`src/rtl/cpu_regs_pkg.sv`:
```
package cpu_regs_pkg;
  typedef enum logic [2:0] {
    IDX_NOP  = 3'd0,
    IDX_LOAD = 3'd1,
    IDX_INC  = 3'd2,
    IDX_DEC  = 3'd3,
    IDX_CMP  = 3'd4
  } idx_cmd_e;

  localparam int FLG_N = 7;
  localparam int FLG_V = 6;
  localparam int FLG_D = 5;
  localparam int FLG_B = 4;
  localparam int FLG_H = 3;
  localparam int FLG_I = 2;
  localparam int FLG_Z = 1;
  localparam int FLG_C = 0;
endpackage

```
`src/rtl/idx_reg.sv`:
```
module idx_reg #(
  parameter int DW = 8
) (
  input  logic          clk,
  input  logic          rst,
  input  logic [2:0]    cmd,
  input  logic [DW-1:0] opnd,
  input  logic          ovr_we,
  input  logic [DW-1:0] ovr_data,
  output logic [DW-1:0] q,
  output logic          cmp_v,
  output logic [2:0]    cmp_nzc
);
  import cpu_regs_pkg::*;

  idx_cmd_e    op;
  logic [DW:0] diff;

  assign op   = idx_cmd_e'(cmd);
  assign diff = {1'b0, q} - {1'b0, opnd};

  // stepping wraps naturally at DW bits
  always_ff @(posedge clk) begin
    if (rst) begin
      q <= '0;
    end else if (ovr_we) begin
      q <= ovr_data;
    end else begin
      case (op)
        IDX_LOAD: q <= opnd;
        IDX_INC:  q <= q + 1'b1;
        IDX_DEC:  q <= q - 1'b1;
        default:  q <= q;
      endcase
    end
  end

  // flags from the difference, register left alone
  assign cmp_v   = (op == IDX_CMP);
  assign cmp_nzc = {diff[DW-1], (diff[DW-1:0] == '0), ~diff[DW]};
endmodule

```
`src/rtl/stack_ptr.sv`:
```
module stack_ptr #(
  parameter int DW = 8,
  parameter int AW = 16
) (
  input  logic          clk,
  input  logic          ld,
  input  logic [DW-1:0] ld_data,
  input  logic          push,
  input  logic          pop,
  output logic [DW-1:0] sp,
  output logic [AW-1:0] addr
);
  localparam int PW = AW - DW;

  logic          pop_act;
  logic [DW-1:0] addr_lo;

  // no reset; load beats push beats pop
  always_ff @(posedge clk) begin
    if (ld)        sp <= ld_data;
    else if (push) sp <= sp - 1'b1;
    else if (pop)  sp <= sp + 1'b1;
  end

  // push uses current slot, pop uses pre-incremented slot
  assign pop_act = pop && !push && !ld;
  assign addr_lo = pop_act ? sp + 1'b1 : sp;
  // page byte fixed at zero
  assign addr    = {{PW{1'b0}}, addr_lo};
endmodule

```
`src/rtl/prog_counter.sv`:
```
module prog_counter #(
  parameter int          AW      = 16,
  parameter logic [15:0] RST_VEC = 16'hFFFE
) (
  input  logic          clk,
  input  logic          rst,
  input  logic          ld,
  input  logic [AW-1:0] ld_data,
  input  logic          inc,
  output logic [AW-1:0] pc
);

  always_ff @(posedge clk) begin
    if (rst)      pc <= AW'(RST_VEC);
    else if (ld)  pc <= ld_data;
    else if (inc) pc <= pc + 1'b1;
  end
endmodule

```
`src/rtl/core_regfile.sv`:
```
module core_regfile #(
  parameter int          DW      = 8,
  parameter int          AW      = 16,
  parameter logic [15:0] RST_VEC = 16'hFFFE
) (
  input  logic            clk,
  input  logic            rst,
  input  logic            a_we,
  input  logic [DW-1:0]   a_wdata,
  input  logic [2:0]      x_cmd,
  input  logic [DW-1:0]   x_opnd,
  input  logic [2:0]      y_cmd,
  input  logic [DW-1:0]   y_opnd,
  input  logic            ya_we,
  input  logic [2*DW-1:0] ya_wdata,
  input  logic            sp_load,
  input  logic            push,
  input  logic            pop,
  input  logic            pc_load,
  input  logic [AW-1:0]   pc_wdata,
  input  logic            pc_inc,
  input  logic [DW-1:0]   flag_we,
  input  logic [DW-1:0]   flag_wdata,
  output logic [DW-1:0]   a_q,
  output logic [DW-1:0]   x_q,
  output logic [DW-1:0]   y_q,
  output logic [2*DW-1:0] ya_q,
  output logic [DW-1:0]   sp_q,
  output logic [AW-1:0]   pc_q,
  output logic [DW-1:0]   psw_q,
  output logic [AW-1:0]   stk_addr
);
  import cpu_regs_pkg::*;

  localparam int NIDX = 2;

  logic [2:0]    cmd_v   [NIDX];
  logic [DW-1:0] opnd_v  [NIDX];
  logic          ovr_v   [NIDX];
  logic [DW-1:0] ovrd_v  [NIDX];
  logic [DW-1:0] q_v     [NIDX];
  logic          cmpv_v  [NIDX];
  logic [2:0]    nzc_v   [NIDX];
  logic [DW-1:0] psw_nxt;

  // slot 0 is X, slot 1 is Y (Y takes the high half of a paired write)
  assign cmd_v[0]  = x_cmd;
  assign opnd_v[0] = x_opnd;
  assign ovr_v[0]  = 1'b0;
  assign ovrd_v[0] = '0;
  assign cmd_v[1]  = y_cmd;
  assign opnd_v[1] = y_opnd;
  assign ovr_v[1]  = ya_we;
  assign ovrd_v[1] = ya_wdata[2*DW-1:DW];

  generate
    for (genvar gi = 0; gi < NIDX; gi++) begin : g_idx
      idx_reg #(.DW(DW)) u_idx (
        .clk      (clk),
        .rst      (rst),
        .cmd      (cmd_v[gi]),
        .opnd     (opnd_v[gi]),
        .ovr_we   (ovr_v[gi]),
        .ovr_data (ovrd_v[gi]),
        .q        (q_v[gi]),
        .cmp_v    (cmpv_v[gi]),
        .cmp_nzc  (nzc_v[gi])
      );
    end
  endgenerate

  assign x_q = q_v[0];
  assign y_q = q_v[1];

  // paired write outranks single accumulator write
  always_ff @(posedge clk) begin
    if (rst)        a_q <= '0;
    else if (ya_we) a_q <= ya_wdata[DW-1:0];
    else if (a_we)  a_q <= a_wdata;
  end

  assign ya_q = {y_q, a_q};

  // masked flag write, then compare overrides N, Z, C
  always_comb begin
    psw_nxt = (psw_q & ~flag_we) | (flag_wdata & flag_we);
    if (cmpv_v[0]) begin
      psw_nxt[FLG_N] = nzc_v[0][2];
      psw_nxt[FLG_Z] = nzc_v[0][1];
      psw_nxt[FLG_C] = nzc_v[0][0];
    end else if (cmpv_v[1]) begin
      psw_nxt[FLG_N] = nzc_v[1][2];
      psw_nxt[FLG_Z] = nzc_v[1][1];
      psw_nxt[FLG_C] = nzc_v[1][0];
    end
  end

  always_ff @(posedge clk) begin
    if (rst) psw_q <= '0;
    else     psw_q <= psw_nxt;
  end

  stack_ptr #(.DW(DW), .AW(AW)) u_sp (
    .clk     (clk),
    .ld      (sp_load),
    .ld_data (x_q),
    .push    (push),
    .pop     (pop),
    .sp      (sp_q),
    .addr    (stk_addr)
  );

  prog_counter #(.AW(AW), .RST_VEC(RST_VEC)) u_pc (
    .clk     (clk),
    .rst     (rst),
    .ld      (pc_load),
    .ld_data (pc_wdata),
    .inc     (pc_inc),
    .pc      (pc_q)
  );
endmodule

```
`config.mk`:
```
export PLATFORM = sky130hd
export DESIGN_NAME = core_regfile
export DESIGN_NICKNAME = d
export VERILOG_FILES = /design/src/rtl/cpu_regs_pkg.sv /design/src/rtl/idx_reg.sv /design/src/rtl/stack_ptr.sv /design/src/rtl/prog_counter.sv /design/src/rtl/core_regfile.sv
export SDC_FILE = /design/constraint.sdc
export NUM_CORES = 1
export LEC_CHECK = 0
export ABC_AREA = 1
export ABC_CLOCK_PERIOD_IN_PS = 1900
export BUFFER_PORTS_ARGS = -buffer_cell sky130_fd_sc_hd__clkbuf_2
export CORE_AREA = 2 2 153 110
export DETAILED_ROUTE_END_ITERATION = 10
export DIE_AREA = 0 0 155 112
export PLACE_DENSITY = 0.54
export SLEW_MARGIN = 20
export SYNTH_ARGS = -nofsm -noshare
export SYNTH_HDL_FRONTEND = slang
export SYNTH_SLANG_ARGS = --single-unit
export TNS_END_PERCENT = 20
```
`constraint.sdc`:
```
create_clock -name clk -period 1.9 [get_ports clk]
set_clock_uncertainty 0.2 [all_clocks]
set_input_delay 0.285 -clock clk [delete_from_list [all_inputs] [get_ports clk]]
set_output_delay 0.285 -clock clk [all_outputs]
set_load 0.02 [all_outputs]
```
==> metrics.txt, run 1 <==
routed len/inst 13.1 um; Synth area leaders dfxtp_1 20%, nand2_1 14%, inv_1 8.4%; CP max stage delay 400 ps; cell depth of the worst flop-to-flop path 9; CTS max path bufs 2; post-synth top area share 0.204; pre-CTS setup slack -303 ps; syn_area_per_cell 6.68 um^2; Post-Syn Area 4710 um^2; Via Count 5264; final wirelength 15200 um; Worst Path Required 1410 ps; Post-Route M1 WL 7950 um; Final period util 1.13; placed cell area 6270 um^2; clock sinks 56; Worst path depth 8; DRT antenna net count 0; commonest non-fill, non-tap cell in the layout nand2_1; leading area contributor after synthesis dfxtp_1; number of max-cap violations 0; num rows 39; Setup violations, final 10; die area 17400 um^2; Startpoint Class flip-flop; Ports 175; sequential area share after synthesis 0.255; drt via density 4.55; cell chain of the critical path ha_2, nand2_2, nor2_4, nand3_2, xor2_1, nand2_1, o21ai_2, clkbuf_8; Slew headroom 0.646; ANT cells 0; cell count after synthesis 706; Clock Latency Late Sink 310 ps; #FFs+latches synth 56; Die Ht 112 um; chip width 155 um; Slew Limit Fails 0; Worst Hold Class in2reg; Tmin final 2150 ps; WL met3 829 um; Arr. time, crit path 1660 ps; Min-Delay Path Depth 3; fillers 1651; CP Max Fanout 3; most frequent cells in the layout 166 x nand2_1, 158 x clkbuf_2, 98 x inv_1, 86 x buf_4, 67 x a21oi_1; Core Box Area 16000 um^2; clk slew on worst S/H paths 80 ps; first-pass GRT wire length 24600 um; # H-tree levels 2; final hold vios 0; Yosys cell types 42; DR pass1 iterations 4; DP HPWL 12000 um; Critical path buffers and inverters 1; largest net degree at the start of global routing 25; Layout area overhead 44.8%; pwr dens 628 nW/um^2; RSZ-0062 raised after global routing yes; Worst-Margin Slew 530 ps; LEAKAGE 3.65 nW; CP max-delay cell edfxtp_1; final worst slack -247 ps; Congestion Overflow GR 0; failing checks setup timing; PortBufs 166; CTS root buf clkbuf_16; iteration-0 DRC count of the detailed router 225; vias in the first global route 4927; met2 WL 6200 um; fin nets 1072; number of CTS-inserted buffers 5; Top delay family on crit path flip-flops; Final Instance Area 6820 um^2; Critical Path Sink Type primary output; Initial Utilization 0.295; status complete, but fails checks; gp weighted congestion 0.872; CTS tree yes; Yosys Warn Count 0; Highest Clock Rate 466 MHz; DRC Markers 0; max layer used met4; maximum VDD drop 0.357 mV; GR Util All Layers 0.173; initial antenna violation count 0; ratio of cells with drive above 1 in the final layout 0.348; kind of critical path reg2out
stage by stage:
step / util / cells / TNS [ps] / hold slack (ps) / total power, mW
floorplan: - / 713 / -246 / 179 / 2.49
global placement: 0.393 / 1125 / -1740 / 278 / 3.13
detailed placement: 0.393 / 1125 / -2070 / 285 / 3.12
CTS: 0.419 / 1154 / -1350 / 6.25 / 4.26
global route: 0.428 / 1156 / -3150 / 14.4 / 4.59
finish: 0.428 / 1156 / -1420 / 13.6 / 4.28
power breakdown:
group	leakage [nW]	internal (mW)	switching, mW
sequential	0.488	1.32	0.106
combinational	3.08	0.775	1.04
clock	0.0772	0.531	0.513
cell type report:
cell class / instances / area, um^2 / share of cell area
clock buffer: 6 / 139 / 0.0204
clock inverter: 2 / 13.8 / 0.00202
inverter: 108 / 410 / 0.0602
multi-input combinational: 510 / 3110 / 0.456
sequential: 56 / 1210 / 0.178
tap: 205 / 256 / 0.0376
timing repair buffer: 269 / 1680 / 0.246
worst paths after layout:
check                       from                   to  slack, ps
max reg2reg  g_idx[0].u_idx.q[0]            flip-flop       -120
min reg2reg  g_idx[0].u_idx.q[7]  g_idx[0].u_idx.q[7]        350
min                 pc_wdata[12]          u_pc.pc[12]         10
max                   u_sp.sp[0]          stk_addr[6]       -250
cell families after synthesis:
group	share of synthesized area
AOI/OAI and AO/OA	0.176
xor gates and xnor gates	0.0576
adders and majority gates	0.0993
buffers and inverters	0.138
DFF	0.255
muxes	0.00239
other	0.000796
and+or+nand+nor	0.271
what timing repair did:
| action | in CTS | in global routing |
|---|---|---|
| gates resized for setup | 15 | 45 |
| hold buffers | 19 | 0 |
| hold endpoints to repair | 14 | 0 |
| setup endpoints to repair | 9 | 23 |
| buffers inserted | 2 | 2 |
| pin swaps | 0 | 8 |
layer usage:
metal | track usage | vias to the layer above
met4 | 0.0358 | 0
met5 | 0 | -
met3 | 0.0323 | 18
met1 | 0.267 | 2323
met2 | 0.249 | 144
li1 | - | 2779
worst min-delay path: stages:
cell and delay, ps:
clkbuf_2 80, a221oi_1 70, nand2_1 60
cell usage after synthesis (all sizes together):
cell / count
xor2: 23
nand2: 173
nor3: 4
clkinv: 1
a21boi: 2
xnor2: 8
o221ai: 4
a21o: 3
edfxtp: 8
nand3b: 4
nand4: 12
dfxtp: 48
a21oi: 74
conb: 1
mux2: 1
o21bai: 2
a31oi: 3
ha: 31
o22ai: 3
o31ai: 1
clkbuf: 9
fa: 4
buf: 30
inv: 107
o21ai: 48
a22oi: 1
o211ai: 6
a221oi: 4
nand3: 52
and3: 1
or2: 3
nor2: 35
(Power assumes the default switching activity.)
==> run 2: changes to the inputs <==
--- a/config.mk
+++ b/config.mk
@@ -11,7 +11,9 @@
 export CORE_AREA = 2 2 153 110
 export DETAILED_ROUTE_END_ITERATION = 10
 export DIE_AREA = 0 0 155 112
+export MAX_ROUTING_LAYER = met4
 export PLACE_DENSITY = 0.54
+export RECOVER_POWER = 100
 export SLEW_MARGIN = 20
 export SYNTH_ARGS = -nofsm -noshare
 export SYNTH_HDL_FRONTEND = slang
==> metrics.txt, run 2 (synthesis gave the netlist of run 1 again) <==
status complete, but fails checks; failing checks setup timing; Net Sw Power 1.66 mW; drt via density 4.55; Highest Clock Rate 466 MHz; clk slew on worst S/H paths 80 ps; CTS root buf clkbuf_16; vias in the first global route 4925; kind of critical path reg2out; TNS Setup -1420 ps; die area 17400 um^2; number of max-cap violations 0; chip width 155 um; fin cells 1156; maximum VDD drop 0.352 mV; placed cell area 6270 um^2; DRC Markers 0; DR pass1 iterations 5; LEAKAGE 3.63 nW; Initial Utilization 0.295; pre-CTS setup slack -303 ps; fillers 1653; Tot Pwr 4.28 mW; Startpoint Class flip-flop; Worst-Margin Slew 517 ps; RSZ-0062 raised after global routing yes; largest net degree at the start of global routing 25; Core Box Area 16000 um^2; number of CTS-inserted buffers 5; PortBufs 166; routed len/inst 13.1 um; Top delay family on crit path flip-flops; gp weighted congestion 0.886; Slew Limit Fails 0; GR Util All Layers 0.179; Worst Hold Class in2reg; CTS tree yes; initial antenna violation count 0; WHS 15.7 ps; Worst Path Required 1410 ps; # H-tree levels 2; Die Ht 112 um; final worst slack -247 ps; CTS max path bufs 2; final core occ 0.427; Critical path buffers and inverters 1; Ports 175; pwr dens 628 nW/um^2; ANT cells 0; Arr. time, crit path 1660 ps; Final Instance Area 6810 um^2; Tmin final 2150 ps; Int Power 2.62 mW; combinational fraction of design power 0.424; Critical Path Sink Type primary output; fin nets 1072; clock sinks 56; CP max-delay cell edfxtp_1; Clock Latency Late Sink 310 ps; ratio of cells with drive above 1 in the final layout 0.345; num rows 39; commonest non-fill, non-tap cell in the layout nand2_1; Flop pwr share 0.333; dpl cells 1125; cell chain of the critical path ha_2, nand2_2, nor2_4, nand3_2, xor2_1, nand2_1, o21ai_2, clkbuf_8; Setup violations, final 10; CP Max Fanout 3; clock group share of total power 0.243; DRT antenna net count 0; Sw Share 0.387; Layout area overhead 44.6%; Congestion Overflow GR 0; final wirelength 15200 um; iteration-0 DRC count of the detailed router 233; Final period util 1.13; Via Count 5257; CP max stage delay 400 ps; first-pass GRT wire length 24600 um; final hold vios 0; DP HPWL 12000 um; most frequent cells in the layout 166 x nand2_1, 157 x clkbuf_2, 98 x inv_1, 84 x buf_4, 67 x a21oi_1; Slew headroom 0.654
## run 2: cell type report
| class | count | area [um^2] | share of cell area |
|---|---|---|---|
| sequential | 56 | 1210 | 0.178 |
| inverter | 108 | 410 | 0.0602 |
| timing repair buffer | 269 | 1670 | 0.245 |
| clock inverter | 2 | 13.8 | 0.00202 |
| tap | 205 | 256 | 0.0376 |
| clock buffer | 6 | 139 | 0.0204 |
| multi-input combinational | 510 | 3110 | 0.457 |
## run 2: path summary, 6_finish.rpt
path / cells past startpoint / startpoint / endpoint / slack [ps]
min reg2reg: 2 / g_idx[0].u_idx.q[7] / g_idx[0].u_idx.q[7] / 350
max reg2reg: 9 / g_idx[0].u_idx.q[0] / flip-flop / -120
max: 8 / u_sp.sp[0] / stk_addr[6] / -250
min: 3 / pc_wdata[12] / u_pc.pc[12] / 20
## run 2: worst reg2reg max path, stage by stage, from the launching register on
cell,delay [ps]
dfxtp_4,350
inv_2,30
ha_1,190
fa_2,520
nand2_1,50
nor3_1,160
nand3_1,100
nor2_1,100
nand4_1,110
a21oi_2,140
## run 2: timing repair
action / 4_1_cts / 5_1_grt
endpoints found under the hold margin: 14 / 0
pin swaps: 0 / 8
hold buffers: 19 / 0
resized for setup: 15 / 45
buffers inserted: 2 / 2
gates cloned: 0 / 0
endpoints found under the setup margin: 9 / 23
## run 2: power groups by stage
stage / Sequential (mW) / Combinational [mW] / Clock (mW)
3_3_place_gp: 1.45 / 1.68 / 0
5_1_grt: 1.44 / 2.01 / 1.13
4_1_cts: 1.42 / 1.75 / 1.08
3_5_place_dp: 1.45 / 1.67 / 0
6_report: 1.42 / 1.82 / 1.04
2_1_floorplan: 1.59 / 0.897 / 0
## run 2: metal layers
| layer | GRT usage | routed length, um |
|---|---|---|
| met5 | - | 0 |
| met4 | 0.0358 | 164 |
| met3 | 0.0292 | 669 |
| met2 | 0.249 | 6170 |
| met1 | 0.269 | 8150 |
